**src/rtl/sai_rx_pkg.sv**
```systemverilog
package sai_rx_pkg;

    typedef enum logic [1:0] {
        FMT_DLY1 = 2'b00,
        FMT_LALN = 2'b01,
        FMT_R24  = 2'b10,
        FMT_R16  = 2'b11
    } fmt_e;

    // One synchronized sample of the serial lines
    typedef struct packed {
        logic rise;   // bit-clock rising edge seen this clock
        logic wclk;   // word clock at that edge
        logic dat;    // serial data at that edge
    } ser_evt_t;

    // Word clock level that marks the left channel
    function automatic logic left_level(input fmt_e f);
        return (f != FMT_DLY1);
    endfunction

endpackage

```
**src/rtl/sai_sync.sv**
```systemverilog
module sai_sync #(
    parameter int STAGES = 2
) (
    input  logic                 clk,
    input  logic                 rst,
    input  logic                 sclk,
    input  logic                 lrck,
    input  logic                 sdin,
    output sai_rx_pkg::ser_evt_t evt
);
    import sai_rx_pkg::*;

    localparam int W = 3;

    logic [W-1:0] chain [STAGES];
    logic         sclk_prev;

    generate
        for (genvar i = 0; i < STAGES; i++) begin : g_stage
            always_ff @(posedge clk) begin
                if (rst) chain[i] <= '0;
                else if (i == 0) chain[i] <= {sclk, lrck, sdin};
                else chain[i] <= chain[(i == 0) ? 0 : i-1];
            end
        end
    endgenerate

    always_ff @(posedge clk) begin
        if (rst) begin
            sclk_prev <= 1'b0;
            evt       <= '0;
        end else begin
            sclk_prev <= chain[STAGES-1][2];
            evt.rise  <= chain[STAGES-1][2] & ~sclk_prev;
            evt.wclk  <= chain[STAGES-1][1];
            evt.dat   <= chain[STAGES-1][0];
        end
    end

endmodule

```
**src/rtl/sai_word_asm.sv**
```systemverilog
module sai_word_asm #(
    parameter int DW = 24,
    parameter int SW = 16
) (
    input  logic                 clk,
    input  logic                 rst,
    input  sai_rx_pkg::fmt_e     fmt,
    input  sai_rx_pkg::ser_evt_t evt,
    output logic                 done,
    output logic                 is_left,
    output logic [DW-1:0]        word
);
    import sai_rx_pkg::*;

    localparam int CW = $clog2(DW + 1);

    logic          seen;
    logic          prev_wclk;
    logic [DW-1:0] acc;
    logic [DW-1:0] acc_app;
    logic [CW-1:0] cnt;
    logic [DW-1:0] shreg;
    logic          boundary;

    always_comb begin
        acc_app = acc;
        if (int'(cnt) < DW) acc_app[DW-1-int'(cnt)] = evt.dat;
        boundary = evt.rise && seen && (evt.wclk != prev_wclk);
    end

    always_ff @(posedge clk) begin
        if (rst) begin
            seen      <= 1'b0;
            prev_wclk <= 1'b0;
            acc       <= '0;
            cnt       <= '0;
            shreg     <= '0;
            done      <= 1'b0;
            is_left   <= 1'b0;
            word      <= '0;
        end else begin
            done <= 1'b0;
            if (evt.rise) begin
                seen      <= 1'b1;
                prev_wclk <= evt.wclk;
                shreg     <= {shreg[DW-2:0], evt.dat};
                if (boundary) begin
                    done    <= 1'b1;
                    is_left <= (prev_wclk == left_level(fmt));
                    case (fmt)
                        FMT_LALN: begin
                            word <= acc;
                            acc  <= {evt.dat, {(DW-1){1'b0}}};
                            cnt  <= CW'(1);
                        end
                        FMT_DLY1: begin
                            word <= acc_app;
                            acc  <= '0;
                            cnt  <= '0;
                        end
                        FMT_R24: begin
                            word <= shreg;
                            acc  <= '0;
                            cnt  <= '0;
                        end
                        default: begin
                            word <= {{(DW-SW){shreg[SW-1]}}, shreg[SW-1:0]};
                            acc  <= '0;
                            cnt  <= '0;
                        end
                    endcase
                end else begin
                    acc <= acc_app;
                    if (int'(cnt) < DW) cnt <= cnt + CW'(1);
                end
            end
        end
    end

    // Words complete only on a bit-clock rise
    p_done_on_rise_r2: assert property (@(posedge clk) disable iff (rst)
        done |-> $past(evt.rise));

    // Fill count never passes the word width
    p_cnt_cap_r7: assert property (@(posedge clk) disable iff (rst)
        int'(cnt) <= DW);

endmodule

```
**src/rtl/sai_rx.sv**
```systemverilog
module sai_rx #(
    parameter int DW          = 24,
    parameter int SW          = 16,
    parameter int SYNC_STAGES = 2
) (
    input  logic          clk,
    input  logic          rst,
    input  logic [1:0]    fmt_sel,
    input  logic          sclk,
    input  logic          lrck,
    input  logic          sdin,
    output logic [DW-1:0] left_out,
    output logic [DW-1:0] right_out,
    output logic          frame_valid
);
    import sai_rx_pkg::*;

    fmt_e          fmt;
    ser_evt_t      evt;
    logic          asm_done;
    logic          asm_left;
    logic [DW-1:0] asm_word;
    logic          fv_arm;

    assign fmt = fmt_e'(fmt_sel);

    sai_sync #(.STAGES(SYNC_STAGES)) u_sync (
        .clk  (clk),
        .rst  (rst),
        .sclk (sclk),
        .lrck (lrck),
        .sdin (sdin),
        .evt  (evt)
    );

    sai_word_asm #(.DW(DW), .SW(SW)) u_asm (
        .clk     (clk),
        .rst     (rst),
        .fmt     (fmt),
        .evt     (evt),
        .done    (asm_done),
        .is_left (asm_left),
        .word    (asm_word)
    );

    always_ff @(posedge clk) begin
        if (rst) begin
            left_out    <= '0;
            right_out   <= '0;
            fv_arm      <= 1'b0;
            frame_valid <= 1'b0;
        end else begin
            fv_arm      <= asm_done && !asm_left;
            frame_valid <= fv_arm;
            if (asm_done && asm_left)  left_out  <= asm_word;
            if (asm_done && !asm_left) right_out <= asm_word;
        end
    end

    p_fv_single_r8: assert property (@(posedge clk) disable iff (rst)
        frame_valid |=> !frame_valid);

    p_fv_after_right_r8: assert property (@(posedge clk) disable iff (rst)
        frame_valid |-> $past(asm_done && !asm_left, 2));

    p_r16_sext_r6: assert property (@(posedge clk) disable iff (rst)
        $past(asm_done && !asm_left && fmt == FMT_R16)
        |-> ((&right_out[DW-1:SW-1]) || !(|right_out[DW-1:SW-1])));

    p_reset_quiet_r9: assert property (@(posedge clk) disable iff (rst)
        $past(rst) |-> (!frame_valid && left_out == '0 && right_out == '0));

endmodule

```
**config.mk**
```make
export PLATFORM = sky130hd
export DESIGN_NAME = sai_rx
export DESIGN_NICKNAME = d
export VERILOG_FILES = /design/src/rtl/sai_rx_pkg.sv /design/src/rtl/sai_sync.sv /design/src/rtl/sai_word_asm.sv /design/src/rtl/sai_rx.sv
export SDC_FILE = /design/constraint.sdc
export NUM_CORES = 1
export LEC_CHECK = 0
export BUFFER_PORTS_ARGS = -buffer_cell sky130_fd_sc_hd__buf_2
export CAP_MARGIN = 20
export CELL_PAD_IN_SITES_DETAIL_PLACEMENT = 1
export CELL_PAD_IN_SITES_GLOBAL_PLACEMENT = 1
export CORE_UTILIZATION = 36
export CTS_CLUSTER_DIAMETER = 120
export DETAILED_ROUTE_END_ITERATION = 10
export PLACE_DENSITY_LB_ADDON = 0.25
export SLEW_MARGIN = 40
export SYNTH_ARGS = -nofsm -noshare
export SYNTH_HDL_FRONTEND = slang
export SYNTH_SLANG_ARGS = --single-unit
```
**constraint.sdc**
```tcl
create_clock -name clk -period 2.9 [get_ports clk]
set_input_delay 0.58 -clock clk [delete_from_list [all_inputs] [get_ports clk]]
set_output_delay 0.58 -clock clk [all_outputs]
set_load 0.02 [all_outputs]
```
==> results of run 1 <==
-- per-layer routing --
| layer | global-route usage [%] | routed length (µm) | vias to the layer above |
|---|---|---|---|
| met5 | 0 | 0 | - |
| met4 | 5.74 | 153 | 0 |
| met3 | 4.68 | 725 | 11 |
| met2 | 33.3 | 8200 | 86 |
| met1 | 26.2 | 7800 | 2495 |
| li1 | - | - | 2530 |
-- layout by cell type (no fill, tap or decap), drive strengths merged, types with 2 or more instances in the layout --
cell,n
a211oi,14
a21oi,54
a221oi,7
a311oi,4
a31oi,7
a32o,25
a41oi,2
and4b,8
and4bb,11
buf,69
bufinv,5
clkbuf,19
clkinv,6
dfxtp,141
ha,4
inv,3
mux2,24
mux2i,26
nand2,129
nand2b,5
nand3,8
nand3b,6
nor2,57
nor2b,38
nor3,16
nor4b,3
o21ai,33
o21bai,6
xnor2,2
xor2,3
-- power by group through the flow --
stage | sequential, mW | clock [mW] | combinational [mW]
3_3_place_gp | 1.99 | 0 | 0.105
5_1_grt | 1.95 | 2.52 | 0.116
3_5_place_dp | 1.99 | 0 | 0.107
6_report | 1.95 | 2.38 | 0.106
2_1_floorplan | 1.99 | 0 | 0.0765
4_1_cts | 1.95 | 2.43 | 0.107
-- final cells by class --
| class | instances | share of cell area, % |
|---|---|---|
| Multi-Input combinational cell | 500 | 42.7 |
| Sequential cell | 141 | 39.0 |
| Clock buffer | 19 | 5.97 |
| Timing Repair Buffer | 69 | 5.45 |
| Tap cell | 220 | 3.80 |
| Clock inverter | 13 | 2.97 |
| Inverter | 2 | 0.104 |
-- cell families after synthesis --
group | after synthesis | synth area share (%)
AOI/OAI and AO/OA | 154 | 16.5
adders and majority gates | 4 | 0.808
xor gates and xnor gates | 5 | 0.707
DFF | 141 | 45.6
buffers and inverters | 67 | 4.45
and+or+nand+nor | 287 | 23.4
muxes | 50 | 8.63
-- state kept, by name, indices dropped and copies added (netlist names) --
register,cells
u_asm.acc,24
u_sync.sclk_prev,1
u_asm.prev_wclk,1
u_asm.shreg,24
right_out,24
u_asm.seen,1
u_sync.evt,3
frame_valid,1
u_asm.is_left,1
fv_arm,1
u_asm.cnt,5
u_sync.chain,6
left_out,24
u_asm.word,24
u_asm.done,1
-- path summary, 6_finish.rpt --
check / end / slack (ns) / depth (start not counted)
min reg2reg: u_sync.evt[2]$_SDFF_PP0_ / 0.38 / 1
max reg2reg: u_asm.word[23]$_SDFFE_PP0P_ / 0.86 / 6
min: u_sync.chain[0][1]$_SDFF_PP0_ / 0.36 / 2
max: u_asm.word[23]$_SDFFE_PP0P_ / 0.86 / 6
-- metrics by stage --
step                util, %  hold slack (ns)  setup WS [ns]  power [mW]  cell area [µm²]
global route           43.4            0.361          0.769        4.59             7250
global placement       39.5            0.369          0.704        2.10             6600
detailed placement     39.5            0.379          0.729        2.10             6600
floorplan                 -            0.367           1.12        2.07             6190
CTS                    43.4            0.353          0.722        4.49             7250
finish                 43.4            0.364          0.859        4.44             7250
==> summary.txt, run 1 <==
Setup path
  – CP Launch Type: flop
  – WS Path Type: reg -> reg
  – Worst path arrival time: 2.34 ns
  – Buf+Inv Stages, Crit Path: 1
  – Worst R2R Start: u_asm.cnt[0]$_SDFFE_PP0P_
  – Critical-path maximum fanout: 6
  – Critical Path End Type: flop
  – Crit path max-delay family: simple AND/OR/NAND/NOR gates
  – CP startpoint: u_asm.cnt[0]$_SDFFE_PP0P_
  – Crit-path slowest cell: or4b_4
  – Critical Path, Cell by Cell: inv_1, ha_1, or4b_4, mux2_4, a211oi_2, nor3_1
  – Required time of the worst setup path: 3.19 ns
  – Slowest stage delay, CP: 0.53 ns

Synthesis
  – Largest cells by area after synthesis: dfxtp_1, nand2_1, a21oi_1
  – Sequential-to-total area share from yosys stat: 45.6%
  – Synth Cell Area: 0.00619 mm²
  – Synth area leader: dfxtp_1
  – Async set-reset flop share out of synthesis: 0%
  – Synth Register Bits: 141
  – Commonest cells in the netlist: dfxtp_1, nand2_1, nor2_1
  – Avg Cell Area, Syn: 8.74 µm²
  – Most common cell in the netlist: dfxtp_1
  – Most used DFF post-synth: dfxtp_1
  – Yosys warns: 0
  – Gate Count Post-Synth: 708
  – Synth top area share: 45.6%
  – Synthesized Nets: 719
  – Distinct cells, synth: 41
  – Post-synth EDFFs: 0

Global route
  – Antenna violations before repair: 0
  – GRT Resource Usage Total: 20.2%
  – Grt total ovfl: 0
  – Largest net degree at the start of global routing: 59
  – First-pass GRT wire length: 28,200 µm
  – Number of global-route vias before repair: 5,401

Clocking
  – Clk_lat worst skew: 0.42 ns
  – Post-CTS Resized: 0
  – Hold_buf cts: 0
  – CTS root buf: clkbuf_16
  – Clock buffer depth: 2
  – Number of CTS-inserted buffers: 17
  – CTS tree: yes
  – Clk pin slew, worst setup/hold paths: 0.06 ns
  – H-Tree Level Count: 4
  – # clock sinks: 141
  – Setup bufs post-CTS: 0

Finish
  – Synth-to-Final Area Change: 17.2%
  – Register Area: 0.00283 mm²
  – N_diodes: 0
  – Fill cell count: 1,939
  – Area of the multi-input gates: 0.00310 mm²
  – Non-Filler Instances: 964
  – Share of cells above drive strength 1: 19.9%
  – Final net count: 742

Power
  – Net Sw Power: 0.934 mW
  – Comb pwr share: 2.4%
  – Flop pwr share: 43.9%
  – Clock power frac: 53.7%
  – Pwr/cell area: 612 mW/mm²
  – Int Pwr: 3.51 mW
  – VDD IR-drop max: 410 µV
  – Switching Share: 21.0%
  – Pleak: 2.67 nW

Timing
  – Endpoints failing hold: 0
  – Setup_tns: 0 ns
  – Final Cycle Share: 70.4%
  – Slew Viols, Final: 0
  – Worst-margin pin slew: 0.620 ns
  – Max Clock Freq: 0.490 GHz
  – Clock skew: 0.00587 ns
  – Count of final setup violators: 0
  – Final min period: 2.04 ns
  – RSZ-0062 raised after global routing: no
  – Rel. slew slack: 58.5%

Status
  – Outcome: finished, final reports clean

Die
  – Total Die Area: 0.0177 mm²
  – Core footprint: 0.0167 mm²
  – Num ports: 56
  – Initial Utilization: 37.1%
  – Row count: 47
  – Chip height: 133 µm
  – Die W: 133 µm

Route
  – Routed via count: 5,122
  – Antenna viol nets, final: 0
  – First-pass detailed-route iteration total: 4
  – Vias per std cell: 5.31
  – 1st-iter DRT viols: 285
  – Post-route DRC: 0
  – Drt wl/cell: 17.5 µm
  – WL final: 16,900 µm

Place
  – PortBufs: 55
  – Placer Congestion: 0.743
  – Placed insts: 932
  – Hpwl dp: 10,800 µm

Min path
  – Hold Path Class: in -> reg
  – Hold_sp: lrck

Job
  – Max-Cap Viols: 0
(Power assumes the default switching activity.)
==> run 2, diff against run 1 <==
==> constraint.sdc (replaced) <==
create_clock -name clk -period 1.95 [get_ports clk]
set_input_delay 0.39 -clock clk [delete_from_list [all_inputs] [get_ports clk]]
set_output_delay 0.39 -clock clk [all_outputs]
set_load 0.02 [all_outputs]
==> run 2 against run 1 <==
Maximum frequency up 9.4%. Non-clock buffer count up 19. First-iteration DRC count is the same. Flip-flop and latch count did not move. Wire length grew 1.3%. Hold slack worse by 0.19 ns. Largest power group unchanged.
==> summary.txt, run 2 (synthesis gave the netlist of run 1 again) <==
Status
  – Outcome: finished, final reports clean

Die
  – Chip height: 133 µm
  – Row count: 47
  – Die W: 133 µm
  – Core footprint: 0.0167 mm²
  – Total Die Area: 0.0177 mm²
  – Initial Utilization: 37.1%
  – Num ports: 56

Global route
  – Grt total ovfl: 0
  – GRT Resource Usage Total: 20.1%
  – Largest net degree at the start of global routing: 70
  – Antenna violations before repair: 0
  – First-pass GRT wire length: 28,000 µm
  – Number of global-route vias before repair: 5,321

Setup path
  – Worst R2R Start: u_asm.cnt[1]$_SDFFE_PP0P_
  – Worst path arrival time: 2.16 ns
  – Critical Path End Type: flop
  – CP startpoint: u_asm.cnt[1]$_SDFFE_PP0P_
  – Required time of the worst setup path: 2.25 ns
  – R2R depth: 6
  – Crit path max-delay family: simple AND/OR/NAND/NOR gates
  – Critical Path, Cell by Cell: inv_2, ha_2, or4b_4, mux2_4, a211oi_2, nor3_1
  – CP Launch Type: flop
  – WS Path Type: reg -> reg
  – Critical-path maximum fanout: 4
  – Reg-to-Reg End: u_asm.word[23]$_SDFFE_PP0P_
  – Buf+Inv Stages, Crit Path: 1
  – Reg2reg setup slack: 0.08 ns
  – Crit-path slowest cell: or4b_4
  – Slowest stage delay, CP: 0.49 ns

Timing
  – Final min period: 1.87 ns
  – Setup_tns: 0 ns
  – Slew Viols, Final: 0
  – Count of final setup violators: 0
  – RSZ-0062 raised after global routing: no
  – Rel. slew slack: 60.1%
  – Final Cycle Share: 95.7%
  – Endpoints failing hold: 0
  – Clock skew: 0.00629 ns
  – Max Clock Freq: 0.536 GHz
  – Final hold slack: 0.173 ns
  – Worst-margin pin slew: 0.597 ns

Power
  – Clock power frac: 51.8%
  – Flop pwr share: 45.5%
  – Int Pwr: 4.96 mW
  – VDD IR-drop max: 640 µV
  – Pleak: 2.73 nW
  – Tot Pwr: 6.37 mW
  – Net Sw Power: 1.42 mW
  – Comb pwr share: 2.7%
  – Pwr/cell area: 864 mW/mm²
  – Switching Share: 22.2%

Finish
  – N_diodes: 0
  – Share of cells above drive strength 1: 22.4%
  – Most frequent cells in the layout: dfxtp_1, nand2_1, nor2_1
  – Fin area: 0.00737 mm²
  – Commonest non-fill, non-tap cell in the layout: dfxtp_1
  – Final net count: 761
  – Synth-to-Final Area Change: 19.1%
  – Non-Filler Instances: 982

Min path
  – Hold Path Class: in -> reg
  – Cell depth of the worst min-delay path: 2
  – Hold Crit Endpoint: u_sync.chain[0][1]$_SDFF_PP0_
  – Hold_sp: lrck

Route
  – WL final: 17,100 µm
  – Antenna viol nets, final: 0
  – First-pass detailed-route iteration total: 4
  – Vias per std cell: 5.34
  – Routed via count: 5,240
  – 1st-iter DRT viols: 285
  – Drt wl/cell: 17.4 µm
  – Post-route DRC: 0

Clocking
  – Clk_lat worst skew: 0.42 ns
  – Number of CTS-inserted buffers: 17
  – Clock buffer depth: 2
  – CTS tree: yes
  – H-Tree Level Count: 4
  – Clk pin slew, worst setup/hold paths: 0.06 ns
  – Hold_buf cts: 0
  – CTS root buf: clkbuf_16
  – # clock sinks: 141
  – Setup bufs post-CTS: 0

Place
  – PortBufs: 55
  – Placed insts: 951
  – Hpwl dp: 11,600 µm
  – Placer Congestion: 0.778
  – Area post-placement: 0.00676 mm²

Job
  – Max-Cap Viols: 0
## run 2: changes by cell type in the layout (fill, tap and decap cells not counted), sizes merged
cell,previous run,this run
clkbuf,19,18
inv,3,5
clkinvlp,1,4
clkinv,6,3
bufinv,5,3
buf,69,88
## run 2: worst max path at each step
stage,end,cells after the start
2_1_floorplan,u_asm.word[23]$_SDFFE_PP0P_,6
3_3_place_gp,u_asm.word[23]$_SDFFE_PP0P_,4
3_5_place_dp,u_asm.word[14]$_SDFFE_PP0P_,4
4_1_cts,u_asm.word[8]$_SDFFE_PP0P_,4
5_1_grt,u_asm.word[23]$_SDFFE_PP0P_,6
6_report,u_asm.word[23]$_SDFFE_PP0P_,6
## run 2: metal layers
metal | track usage [%] | vias to the layer above | share of wire (%)
met1 | 26.0 | 2560 | 46
li1 | - | 2566 | -
met2 | 33.3 | 96 | 48
met5 | 0 | - | 0
met4 | 7.01 | 0 | 1.2
met3 | 4.03 | 18 | 4.8
## run 2: stage by stage
stage / setup slack, ns / utilization, %
floorplan: 0.166 / -
global placement: 0.151 / 40.5
detailed placement: 0.0804 / 40.5
CTS: 0.0163 / 44.1
global route: 0.00450 / 44.1
finish: 0.0839 / 44.1
## run 2: worst register-to-register path, stage by stage (launching register included)
cell,delay (ns)
dfxtp_1,0.36
inv_2,0.10
ha_2,0.19
or4b_4,0.49
mux2_4,0.32
a211oi_2,0.21
nor3_1,0.07
## run 2: cell type report
class / count / area, µm²
fillers: 1959 / 9330
multi-input cells: 500 / 3100
flip-flops and latches: 141 / 2830
repair buffers: 88 / 563
clock buffers: 18 / 429
well taps: 220 / 275
clock inverters: 13 / 165
inverters: 2 / 7.51
## run 2: what timing repair did
item                       CTS  global route
setup endpoints to repair    0            11
gates resized for setup      0             9
hold endpoints to repair     0             0
## run 2: power by group through the flow
| stage | Combinational, mW | Sequential [mW] | Clock [mW] |
|---|---|---|---|
| floorplan | 0.114 | 2.96 | 0 |
| global route | 0.190 | 2.90 | 3.47 |
| finish | 0.174 | 2.90 | 3.30 |
| detailed placement | 0.174 | 2.96 | 0 |
| global placement | 0.170 | 2.96 | 0 |
| CTS | 0.175 | 2.90 | 3.35 |
